==> src/rtl/burst_pkg.sv <==
package burst_pkg;
  typedef enum logic [1:0] {
    ST_IDLE  = 2'd0,
    ST_ARMED = 2'd1,
    ST_XFER  = 2'd2,
    ST_DONE  = 2'd3
  } bst_e;

  localparam logic [1:0] FULL_WORD_EN = 2'b11;
endpackage

==> src/rtl/burst_ctrl.sv <==
module burst_ctrl
  import burst_pkg::*;
(
  input  logic       clk,
  input  logic       rst,
  input  logic       cs_n,
  input  logic       addr_lat,
  input  logic       dstrb_n,
  input  logic       rd_wr_n,
  input  logic       last_n,
  input  logic [1:0] word_en,
  input  logic       fifo_full,
  output logic       load,
  output logic       cap,
  output logic       rdy_n,
  output logic       stop_n,
  output logic       err
);
  bst_e state;
  logic in_xfer;
  logic en_ok;

  assign in_xfer = (state == ST_XFER) && !cs_n;
  assign en_ok   = (word_en == FULL_WORD_EN);
  assign load    = (state == ST_IDLE) && !cs_n && addr_lat;
  assign cap     = in_xfer && en_ok && !fifo_full;

  always_ff @(posedge clk) begin
    if (rst) begin
      state  <= ST_IDLE;
      rdy_n  <= 1'b1;
      stop_n <= 1'b1;
      err    <= 1'b0;
    end else begin
      stop_n <= !fifo_full;
      case (state)
        ST_IDLE: begin
          if (load) begin
            state <= ST_ARMED;
            err   <= 1'b0;
          end
        end
        ST_ARMED: begin
          if (cs_n) begin
            state <= ST_IDLE;
          end else if (!dstrb_n && !rd_wr_n) begin
            state <= ST_XFER;
            rdy_n <= 1'b0;
          end
        end
        ST_XFER: begin
          if (cs_n) begin
            state <= ST_IDLE;
            rdy_n <= 1'b1;
          end else begin
            if (!en_ok) err <= 1'b1;
            if (cap && !last_n) begin
              state <= ST_DONE;
              rdy_n <= 1'b1;
            end
          end
        end
        default: begin
          if (cs_n) state <= ST_IDLE;
        end
      endcase
    end
  end

  AST_IDLE_RDY_HIGH: assert property (@(posedge clk) disable iff (rst)
    (state == ST_IDLE || state == ST_DONE) |-> rdy_n);
  AST_CS_ABANDON: assert property (@(posedge clk) disable iff (rst)
    cs_n |=> rdy_n);
  AST_NO_CAP_FULL: assert property (@(posedge clk) disable iff (rst)
    fifo_full |=> !stop_n);
endmodule

==> src/rtl/burst_addr_gen.sv <==
module burst_addr_gen #(
  parameter int AW = 12
) (
  input  logic          clk,
  input  logic          rst,
  input  logic          load,
  input  logic [AW-1:0] load_val,
  input  logic          inc,
  output logic [AW-1:0] addr
);
  localparam logic [AW-1:0] ONE = AW'(1);

  always_ff @(posedge clk) begin
    if (rst)       addr <= '0;
    else if (load) addr <= load_val;
    else if (inc)  addr <= addr + ONE;
  end

  AST_HOLD_NO_INC: assert property (@(posedge clk) disable iff (rst)
    (!load && !inc) |=> $stable(addr));
endmodule

==> src/rtl/burst_wr_port.sv <==
module burst_wr_port #(
  parameter int AW = 12,
  parameter int DW = 16
) (
  input  logic          clk,
  input  logic          rst,
  input  logic          cap,
  input  logic [AW-1:0] cap_addr,
  input  logic [DW-1:0] cap_data,
  output logic          mem_we,
  output logic [AW-1:0] mem_addr,
  output logic [DW-1:0] mem_wdata
);
  always_ff @(posedge clk) begin
    if (rst) begin
      mem_we <= 1'b0;
    end else begin
      mem_we <= cap;
    end
  end

  always_ff @(posedge clk) begin
    if (cap) begin
      mem_addr  <= cap_addr;
      mem_wdata <= cap_data;
    end
  end
endmodule

==> src/rtl/burst_wr_slave.sv <==
module burst_wr_slave #(
  parameter int AW = 12,
  parameter int DW = 16
) (
  input  logic          clk,
  input  logic          rst,
  input  logic          cs_n,
  input  logic          addr_lat,
  input  logic          dstrb_n,
  input  logic          rd_wr_n,
  input  logic          last_n,
  input  logic [1:0]    word_en,
  input  logic [DW-1:0] bus_data,
  input  logic          fifo_full,
  output logic          rdy_n,
  output logic          stop_n,
  output logic          err,
  output logic          mem_we,
  output logic [AW-1:0] mem_addr,
  output logic [DW-1:0] mem_wdata
);
  logic          load;
  logic          cap;
  logic [AW-1:0] cur_addr;

  burst_ctrl u_ctrl (
    .clk(clk), .rst(rst), .cs_n(cs_n), .addr_lat(addr_lat),
    .dstrb_n(dstrb_n), .rd_wr_n(rd_wr_n), .last_n(last_n),
    .word_en(word_en), .fifo_full(fifo_full),
    .load(load), .cap(cap), .rdy_n(rdy_n), .stop_n(stop_n), .err(err)
  );

  burst_addr_gen #(.AW(AW)) u_addr (
    .clk(clk), .rst(rst), .load(load), .load_val(bus_data[AW-1:0]),
    .inc(cap), .addr(cur_addr)
  );

  burst_wr_port #(.AW(AW), .DW(DW)) u_port (
    .clk(clk), .rst(rst), .cap(cap), .cap_addr(cur_addr),
    .cap_data(bus_data), .mem_we(mem_we), .mem_addr(mem_addr),
    .mem_wdata(mem_wdata)
  );

  AST_ADDR_STEP: assert property (@(posedge clk) disable iff (rst)
    (mem_we && $past(mem_we)) |-> (mem_addr == $past(mem_addr) + AW'(1)));
  AST_WE_FULL_EN: assert property (@(posedge clk) disable iff (rst)
    mem_we |-> ($past(word_en) == 2'b11));
  AST_WE_NOT_FULL: assert property (@(posedge clk) disable iff (rst)
    mem_we |-> !$past(fifo_full));
  AST_WE_WHILE_RDY: assert property (@(posedge clk) disable iff (rst)
    mem_we |-> !$past(rdy_n));
endmodule

==> config.mk <==
export PLATFORM = sky130hd
export DESIGN_NAME = burst_wr_slave
export DESIGN_NICKNAME = d
export VERILOG_FILES = /design/src/rtl/burst_pkg.sv /design/src/rtl/burst_ctrl.sv /design/src/rtl/burst_addr_gen.sv /design/src/rtl/burst_wr_port.sv /design/src/rtl/burst_wr_slave.sv
export SDC_FILE = /design/constraint.sdc
export NUM_CORES = 1
export LEC_CHECK = 0
export ABC_AREA = 1
export BUFFER_PORTS_ARGS = -buffer_cell sky130_fd_sc_hd__buf_2
export CORE_ASPECT_RATIO = 0.7
export CORE_MARGIN = 4
export CORE_UTILIZATION = 46
export CTS_CLUSTER_DIAMETER = 30
export DETAILED_ROUTE_END_ITERATION = 10
export PLACE_DENSITY = 0.72
export SETUP_SLACK_MARGIN = 0.02
export SKIP_CTS_REPAIR_TIMING = 1
export SYNTH_ARGS = -nofsm -noshare
export SYNTH_HDL_FRONTEND = slang
export SYNTH_SLANG_ARGS = --single-unit
==> constraint.sdc <==
create_clock -name clk -period 1.6 [get_ports clk]
set_input_delay 0.24 -clock clk [delete_from_list [all_inputs] [get_ports clk]]
set_output_delay 0.24 -clock clk [all_outputs]
set_load 0.02 [all_outputs]
==> metrics.txt, run 1 <==
Peak VDD IR=0.000898 V; Worst Skew=between 0.003 and 0.004 ns; PortBufs=57; most frequent cells in the layout=buf_2, nand2_1, nor2_1; static leakage=1.05 nW; initial antenna violation count=0; initial core utilization=49.4%; GRT Overall Usage=16.1%; mapped cell area=roughly 2000 µm²; DRT Wirelength=4.23 mm; Critical Path RT=approximately 1.6 ns; critical path startpoint category=register; CP max FO=10; layout cells sized above 1=a little under 30%; core box area=4040 µm²; FF-to-FF End=u_port.mem_wdata[11]$_DFFE_PP_; vias per inst=5.01; routed via count=roughly 1.6k; DIE AREA=5480 µm²; Least-Margin Pin Slew=0.332 ns; Num CTS Buffers=5; Final Max Tran Viols=0; Hold EP=u_port.mem_wdata[13]$_DFFE_PP_; Worst Hold Class=input port to register; hold_sp=bus_data[13]; Critical Path End Type=register; relative slew slack=77.9%; Synth cell types=27; DRT Pass-1 Iters=4; Detail Placement HPWL=about 3 mm; # rows=19; Crit. Startpoint=u_ctrl.state[1]$_SDFFE_PP0P_; WP data arrival=1.46 ns; Setup violations, final=0; synthesis-to-layout area growth=23.5%; die height=63.1 µm; FMAX=689 MHz; clock period minus worst slack=1.45 ns; Antenna Violating Nets Remaining=0; Yosys reg bits=between 40 and 50; total power=2.82 mW; Clk Latency, worst-skew pair=between 0.2 and 0.3 ns; largest net degree at the start of global routing=17; hold depth=1; Final Hold Vio Count=0; Residual DRC=0; total gr overflow=0; IO Pins=58; Synth Warn #=0; WS Path Type=register to register; H-tree depth=2; Routed wire per std cell=around 13 µm; die width=86.8 µm; first-pass GRT wire length=6.80 mm; Reg2Reg Depth=5; setup TNS=0 ns; Post-Syn Area per Cell=9.47 µm²; commonest non-fill, non-tap cell in the layout=buf_2; routability congestion estimate=0.863; CTS tree=built; number of global-route vias before repair=1441; First DRT Iteration DRCs=129; clk slew on worst S/H paths=0.08 ns; Synth Instances=211; worst flop-to-flop path startpoint=u_ctrl.state[1]$_SDFFE_PP0P_; ANT cells=0; CTS sink count=46; Synthesized Nets=238; Final period util=about nine tenths; RSZ-0062 raised after global routing=no; # nets final=301; pwr dens=1140 nW/µm²; root buf cell=clkbuf_8; post-synthesis sequential area ratio=between 60% and 70%; CTS Buffer Depth=2; run status=finished clean; reg2reg setup slack=0.15 ns; max-cap violation count=0
per-stage QoR:
stage	std cells	util [%]	area [µm²]	hold slack (ns)	setup slack, ns
after floorplan	211	-	2000	0.309	0.116
after global placement	319	58.2	2350	0.418	0.159
after detailed placement	319	58.2	2350	0.419	0.0918
after CTS	327	60.8	2460	0.111	0.0943
after global routing	327	61.1	2470	0.109	0.0238
final	327	61.1	2470	0.117	0.148
worst max-delay path, stage by stage (launching register included):
cell and delay, ns:
dfxtp_1 0.39, inv_2 0.08, nor2_2 0.13, nand2_2 0.11, nor2_8 0.22, buf_4 0.23
kinds of logic after synthesis:
family	share of synthesized area (%)
AOI/OAI and AO/OA	6.51
adders and majority gates	0.626
and+or+nand+nor	27.1
buffers and inverters	5.26
xor gates and xnor gates	0.438
DFF	60.1
layer usage:
layer,track usage [%],part of all wire (%)
met5,0,0
met4,6.81,1.2
met3,5.08,10
met2,23.1,42
met1,22.3,46
report_power, final:
part	switching, mW	internal (mW)
Sequential	0.0803	1.34
Combinational	0.372	0.201
Clock	0.359	0.467
Total	0.812	2.01
synth_stat cells:
master / number / share of area [%]
inv_1: 16 / 3.0
o211ai_1: 1 / 0.38
xnor2_1: 1 / 0.44
edfxtp_1: 28 / 42
nand2_2: 1 / 0.31
nand3b_1: 1 / 0.38
inv_4: 1 / 0.31
nand4_1: 2 / 0.63
nor2_1: 34 / 6.4
a21oi_1: 11 / 2.8
ha_1: 1 / 0.63
nand3_4: 1 / 0.88
o21ai_0: 6 / 1.5
a21oi_2: 1 / 0.44
clkbuf_1: 1 / 0.19
nor2_8: 2 / 2.0
inv_2: 2 / 0.38
buf_6: 2 / 1.1
nand3_1: 17 / 4.3
nor2_2: 3 / 0.94
nor3_2: 3 / 1.5
nand2_1: 52 / 9.8
o31ai_1: 1 / 0.38
o21ai_1: 3 / 0.75
buf_2: 1 / 0.25
o22ai_1: 1 / 0.31
dfxtp_1: 18 / 18
sequential cells by signal, indices dropped and copies added, names as in the netlist:
signal            cells
u_port.mem_wdata     16
u_addr.addr          12
u_port.mem_addr      12
u_ctrl.state          2
u_ctrl.err            1
u_ctrl.rdy_n          1
u_ctrl.stop_n         1
u_port.mem_we         1
area by class of cell:
class | count | area, µm²
repair buffers | 60 | 320
well taps | 52 | 65.1
multi-input cells | 142 | 699
clock inverters | 1 | 30.0
flip-flops and latches | 46 | 1200
inverters | 19 | 73.8
fillers | 369 | 1570
clock buffers | 7 | 76.3
worst max-delay path by stage:
stage                                                end  cells past startpoint
after floorplan              u_addr.addr[0]$_SDFFE_PP0P_                      8
after global placement       u_addr.addr[8]$_SDFFE_PP0P_                      8
after detailed placement     u_addr.addr[8]$_SDFFE_PP0P_                      8
after CTS                    u_addr.addr[8]$_SDFFE_PP0P_                      8
after global routing         u_addr.addr[5]$_SDFFE_PP0P_                      9
final                     u_port.mem_wdata[11]$_DFFE_PP_                      5
Note: power is estimated with default switching activity, not from simulation.
==> inputs of run 2 (changes only) <==
--- a/config.mk
+++ b/config.mk
@@ -9,10 +9,10 @@
 export BUFFER_PORTS_ARGS = -buffer_cell sky130_fd_sc_hd__buf_2
 export CORE_ASPECT_RATIO = 0.7
 export CORE_MARGIN = 4
-export CORE_UTILIZATION = 46
+export CORE_UTILIZATION = 55
 export CTS_CLUSTER_DIAMETER = 30
 export DETAILED_ROUTE_END_ITERATION = 10
-export PLACE_DENSITY = 0.72
+export PLACE_DENSITY = 0.81
 export SETUP_SLACK_MARGIN = 0.02
 export SKIP_CTS_REPAIR_TIMING = 1
 export SYNTH_ARGS = -nofsm -noshare
==> constraint.sdc (replaced) <==
create_clock -name clk -period 1.7 [get_ports clk]
set_input_delay 0.255 -clock clk [delete_from_list [all_inputs] [get_ports clk]]
set_output_delay 0.255 -clock clk [all_outputs]
set_load 0.02 [all_outputs]
==> metrics.txt, run 2 (synthesis gave the netlist of run 1 again) <==
initial antenna violation count=0 (unchanged); ANT cells=0 (unchanged); pwr dens=1080 nW/µm² (-5.7%); part of the power in registers=50.5% (about the same); RSZ-0062 raised after global routing=no; clock share of power=29.7% (+0.4 points); WP data arrival=1.69 ns (+0.23 ns); PortBufs=57 (unchanged); Worst Hold Class=input port to register; Setup violations, final=0 (unchanged); Largest regs=u_port.mem_wdata x16, u_addr.addr x12, u_port.mem_addr x12; worst flop-to-flop path startpoint=u_ctrl.state[0]$_SDFFE_PP0P_; synthesis-to-layout area growth=22.9%; FMAX=684 MHz (-0.62%); max-cap violation count=0 (unchanged); Crit. Startpoint=u_ctrl.state[0]$_SDFFE_PP0P_; Num CTS Buffers=5 (unchanged); DIE AREA=4680 µm² (-15%); switching power=760 µW (-6.4%); run status=finished clean; Cell Area, Placed=2340 µm² (-0.43%); CTS tree=built; number of global-route vias before repair=1424 (-1.2%); routed via count=1604 (-2.1%); cell area after layout=2450 µm² (-0.51%); Pint=1.89 mW (-6.0%); layout cells sized above 1=29.6% (-0.26 points); Final Hold Vio Count=0 (unchanged); Peak VDD IR=0.000684 V (-24%); largest net degree at the start of global routing=22 (+5); reg2reg setup slack=0.24 ns (+0.09 ns); vias per inst=4.95 (-1.2%); Routed wire per std cell=12.0 µm (-6.8%); Crit-path slowest cell=dfxtp_1; static leakage=1.04 nW (-0.68%); DRT Wirelength=3.90 mm (-7.7%); clk slew on worst S/H paths=0.08 ns (about the same); Critical Path End Type=register; total power=2.65 mW (-6.1%); slowest stage delay, CP=0.39 ns (about the same); CTS Buffer Depth=2 (unchanged); hold depth=1 (unchanged); First DRT Iteration DRCs=188 (+46%); commonest non-fill, non-tap cell in the layout=buf_2; Least-Margin Pin Slew=0.277 ns (-0.0549 ns); most frequent cells in the layout=buf_2, nand2_1, nor2_1; total gr overflow=0 (unchanged); Sw Share=28.7% (-0.081 points); Reg2Reg Depth=7 (+2); DRT Pass-1 Iters=5 (+1); die width=80.0 µm (-7.8%); FF-to-FF End=u_addr.addr[1]$_SDFFE_PP0P_; # nets final=300 (-0.33%); H-tree depth=2 (unchanged); IO Pins=58 (unchanged); Antenna Violating Nets Remaining=0 (unchanged); Largest register FFs=16 (unchanged); initial core utilization=56.9% (+7.4 points); die height=58.4 µm (-7.5%); Residual DRC=0 (unchanged); critical path startpoint category=register; Logic pwr share=19.8% (-0.5 points); Clk Latency, worst-skew pair=0.29 ns (about the same); clock period minus worst slack=1.46 ns (+0.00908 ns); relative slew slack=81.3% (+3.5 points); core box area=3510 µm² (-13%); # rows=18 (-1); Detail Placement HPWL=2.82 mm (-8.4%); WS Path Type=register to register; first-pass GRT wire length=6.59 mm (-3.1%); Final period util=86.0% (-4.8 points); CP max FO=15 (+5); Hold EP=u_port.mem_wdata[12]$_DFFE_PP_; Worst Skew=0.00753 ns (+0.00437 ns); GRT Overall Usage=18.1% (+2.0 points); setup TNS=0 ns (unchanged); CP Cell Sequence=nor2_2 -> nand3_4 -> inv_4 -> nor2_8 -> nor2_1 -> o21ai_1 -> a21oi_2; Largest Register=u_port.mem_wdata; hold_sp=bus_data[12]; routability congestion estimate=0.918 (+6.5%); CTS sink count=46 (unchanged); Critical Path RT=1.93 ns (+0.32 ns); root buf cell=clkbuf_8; Final Max Tran Viols=0 (unchanged)
==> run 2: cell count changes in the layout (fill, tap and decap cells not counted) <==
| cell | change |
|---|---|
| buf_4 | -1 |
| clkbuf_1 | -1 |
| clkinvlp_4 | +1 |
| dfxtp_1 | +1 |
| dfxtp_2 | -1 |
| nor2_2 | +1 |
| nor2_4 | -1 |
==> run 2: per-stage QoR <==
stage | cells | util, % | hold WS [ns] | setup WS, ns
after global placement | 316 | 66.7 | 0.434 | 0.277
final | 324 | 69.9 | 0.128 | 0.239
after detailed placement | 316 | 66.7 | 0.435 | 0.234
after CTS | 324 | 69.8 | 0.129 | 0.215
after floorplan | 211 | - | 0.324 | 0.216
after global routing | 324 | 69.9 | 0.120 | 0.0906
==> run 2: how the worst max path moves through the flow <==
stage                                                to
after CTS                   u_addr.addr[8]$_SDFFE_PP0P_
final                       u_addr.addr[1]$_SDFFE_PP0P_
after global placement    u_port.mem_addr[10]$_DFFE_PP_
after detailed placement    u_addr.addr[8]$_SDFFE_PP0P_
after floorplan             u_addr.addr[0]$_SDFFE_PP0P_
after global routing        u_addr.addr[8]$_SDFFE_PP0P_
==> run 2: routing by layer <==
metal,share of wire [%],up-vias,global-route usage [%]
li1,-,824,-
met1,48,703,27.3
met2,41,75,25.8
met3,11,2,4.89
met4,0.33,0,5.06
met5,0,-,0
==> run 2: layout make-up <==
type	count	area [µm²]
clock buffer	6	72.6
timing repair buffer	59	313
multi-input combinational	142	694
sequential	46	1200
clock inverter	2	37.5
inverter	19	73.8
tap	50	62.6
fill	280	1060
==> run 2: critical path, delay by kind of cell, from the launching register on <==
family	cells	cell delay, ns
buffers and inverters	1	0.20
AO/OA/AOI/OAI	2	0.22
AND/OR/NAND/NOR	4	0.59
flip-flops	1	0.39
==> run 2: power groups by stage <==
stage                     sequential (mW)  combinational [mW]  clock (mW)
after global placement               1.36               0.515           0
after detailed placement             1.36               0.521           0
after floorplan                      1.36               0.395           0
after global routing                 1.35               0.601       0.856
final                                1.34               0.525       0.786
after CTS                            1.33               0.527       0.799
==> inputs of run 3 (changes only) <==
--- a/config.mk
+++ b/config.mk
@@ -7,7 +7,6 @@
 export LEC_CHECK = 0
 export ABC_AREA = 1
 export BUFFER_PORTS_ARGS = -buffer_cell sky130_fd_sc_hd__buf_2
-export CORE_ASPECT_RATIO = 0.7
 export CORE_MARGIN = 4
 export CORE_UTILIZATION = 55
 export CTS_CLUSTER_DIAMETER = 30
==> metrics.txt, run 3 (synthesis gave the netlist of run 1 again) <==
routability congestion estimate=0.865 (-5.8%); Buf/Inv on CP=1 (unchanged); cell area after layout=2400 µm² (-2.3%); Antenna Violating Nets Remaining=0 (unchanged); die width=68.3 µm (-15%); Critical Path End Type=register; DIE AREA=4660 µm² (-0.33%); top layer in use=met4; die height=68.3 µm (+17%); first-pass GRT wire length=6.38 mm (-3.1%); Largest Register=u_port.mem_wdata; critical path startpoint category=register; met2 WL post-DR=1.93 mm (+22%); RSZ-0062 raised after global routing=no; CTS tree=built; Worst path top cell family by delay=simple AND/OR/NAND/NOR gates; Worst Hold Class=input port to register; DRT Wirelength=3.98 mm (+2.1%); largest net degree at the start of global routing=19 (-14%); Num CTS Buffers=5 (unchanged); WS Path Type=register to register; commonest non-fill, non-tap cell in the layout=buf_2; H-tree depth=2 (unchanged); wire length on met1=1.71 mm (-9.5%); Peak VDD IR=0.000616 V (-9.9%); Cell Area, Placed=2340 µm² (-0.21%); pwr dens=982 nW/µm² (-8.9%); max-cap violation count=0 (unchanged); Clk Latency, worst-skew pair=0.36 ns (+0.07 ns); synthesis-to-layout area growth=20.0%; Non-Filler Instances=320 (-1.2%); Worst Skew=0.00819 ns (+0.000658 ns); clk slew on worst S/H paths=0.13 ns (+0.05 ns); slowest stage delay, CP=0.39 ns (about the same); setup TNS=0 ns (unchanged); CTS Buffer Depth=2 (unchanged); run status=finished clean; First DRT Iteration DRCs=124 (-34%); number of fill cells=286 (+2.1%); static leakage=1.02 nW (-1.9%); FMAX=677 MHz (-1.1%); total gr overflow=0 (unchanged); Largest register FFs=16 (unchanged); routed via count=1597 (-0.44%); relative slew slack=77.3% (-4.1 points); Detail Placement HPWL=2.93 mm (+4.0%); ANT cells=0 (unchanged); IO Pins=58 (unchanged); Least-Margin Pin Slew=0.341 ns (+0.0640 ns); clock period minus worst slack=1.48 ns (+0.0160 ns); initial antenna violation count=0 (unchanged); Final Hold Vio Count=0 (unchanged); Setup violations, final=0 (unchanged); CP max FO=15 (unchanged); root buf cell=clkbuf_4; initial core utilization=58.5% (+1.6 points); metal3 WL=284 µm (-31%); Crit-path slowest cell=dfxtp_1; number of global-route vias before repair=1450 (+1.8%); dpl cells=312 (-1.3%); GRT Overall Usage=18.7% (+0.54 points); DRT Pass-1 Iters=4 (-1); final core utilization=70.2% (+0.35 points); WP data arrival=1.77 ns (+0.08 ns); CTS sink count=46 (unchanged); Largest regs=u_port.mem_wdata x16, u_addr.addr x12, u_port.mem_addr x12; layout cells sized above 1=29.9% (+0.36 points); Critical Path RT=1.99 ns (+0.06 ns); Final period util=86.9% (+0.94 points); # rows=21 (+3); vias per inst=4.99 (+0.81%); PortBufs=57 (unchanged); Final Max Tran Viols=0 (unchanged); # nets final=300 (unchanged); critical path's most frequent cell=nor2_8; Routed wire per std cell=12.4 µm (+3.3%); most frequent cells in the layout=buf_2, nand2_1, nor2_1; core box area=3420 µm² (-2.8%); CP Cell Sequence=inv_2 -> nor2_2 -> nand2_2 -> nor2_8 -> nor2_8 -> nor2_1 -> o21ai_0 -> a21oi_1; Residual DRC=0 (unchanged)
run 3: area by class of cell:
| cell class | count | area (µm²) | area share [%] |
|---|---|---|---|
| Inverter | 19 | 73.8 | 3.08 |
| Clock inverter | 3 | 21.3 | 0.887 |
| Multi-Input combinational cell | 142 | 694 | 29.0 |
| Clock buffer | 5 | 37.5 | 1.56 |
| Timing Repair Buffer | 59 | 313 | 13.0 |
| Tap cell | 46 | 57.6 | 2.40 |
| Sequential cell | 46 | 1200 | 50.1 |
run 3: worst paths after layout:
kind / startpoint / end / slack, ns / depth (start not counted)
hold / removal: bus_data[12] / u_port.mem_wdata[12]$_DFFE_PP_ / 0.06 / 1
setup / recovery: u_ctrl.state[1]$_SDFFE_PP0P_ / u_addr.addr[3]$_SDFFE_PP0P_ / 0.22 / 8
hold reg to reg: u_ctrl.rdy_n$_SDFFE_PP1P_ / u_ctrl.rdy_n$_SDFFE_PP1P_ / 0.47 / 2
setup reg to reg: u_ctrl.state[1]$_SDFFE_PP0P_ / u_addr.addr[3]$_SDFFE_PP0P_ / 0.22 / 8
run 3: where the power goes:
part           total (mW)  internal [mW]  leakage [nW]  switching (mW)
Combinational       0.523          0.189         0.585           0.334
Clock               0.496          0.161        0.0312           0.335
Sequential           1.34           1.26         0.402          0.0760
Total                2.36           1.61          1.02           0.745
run 3: metal layers:
layer,vias up,track usage (%)
li1,825,-
met1,720,22.8
met2,47,30.6
met3,5,5.58
met4,0,7.94
met5,-,0
run 3: per-stage QoR:
step	worst slack (ns)	total power, mW	hold WS [ns]
2_1_floorplan	0.216	1.76	0.324
3_3_place_gp	0.234	1.87	0.433
3_5_place_dp	0.168	1.88	0.437
4_1_cts	0.136	2.37	0.0493
5_1_grt	0.0407	2.52	0.0350
6_report	0.223	2.36	0.0600
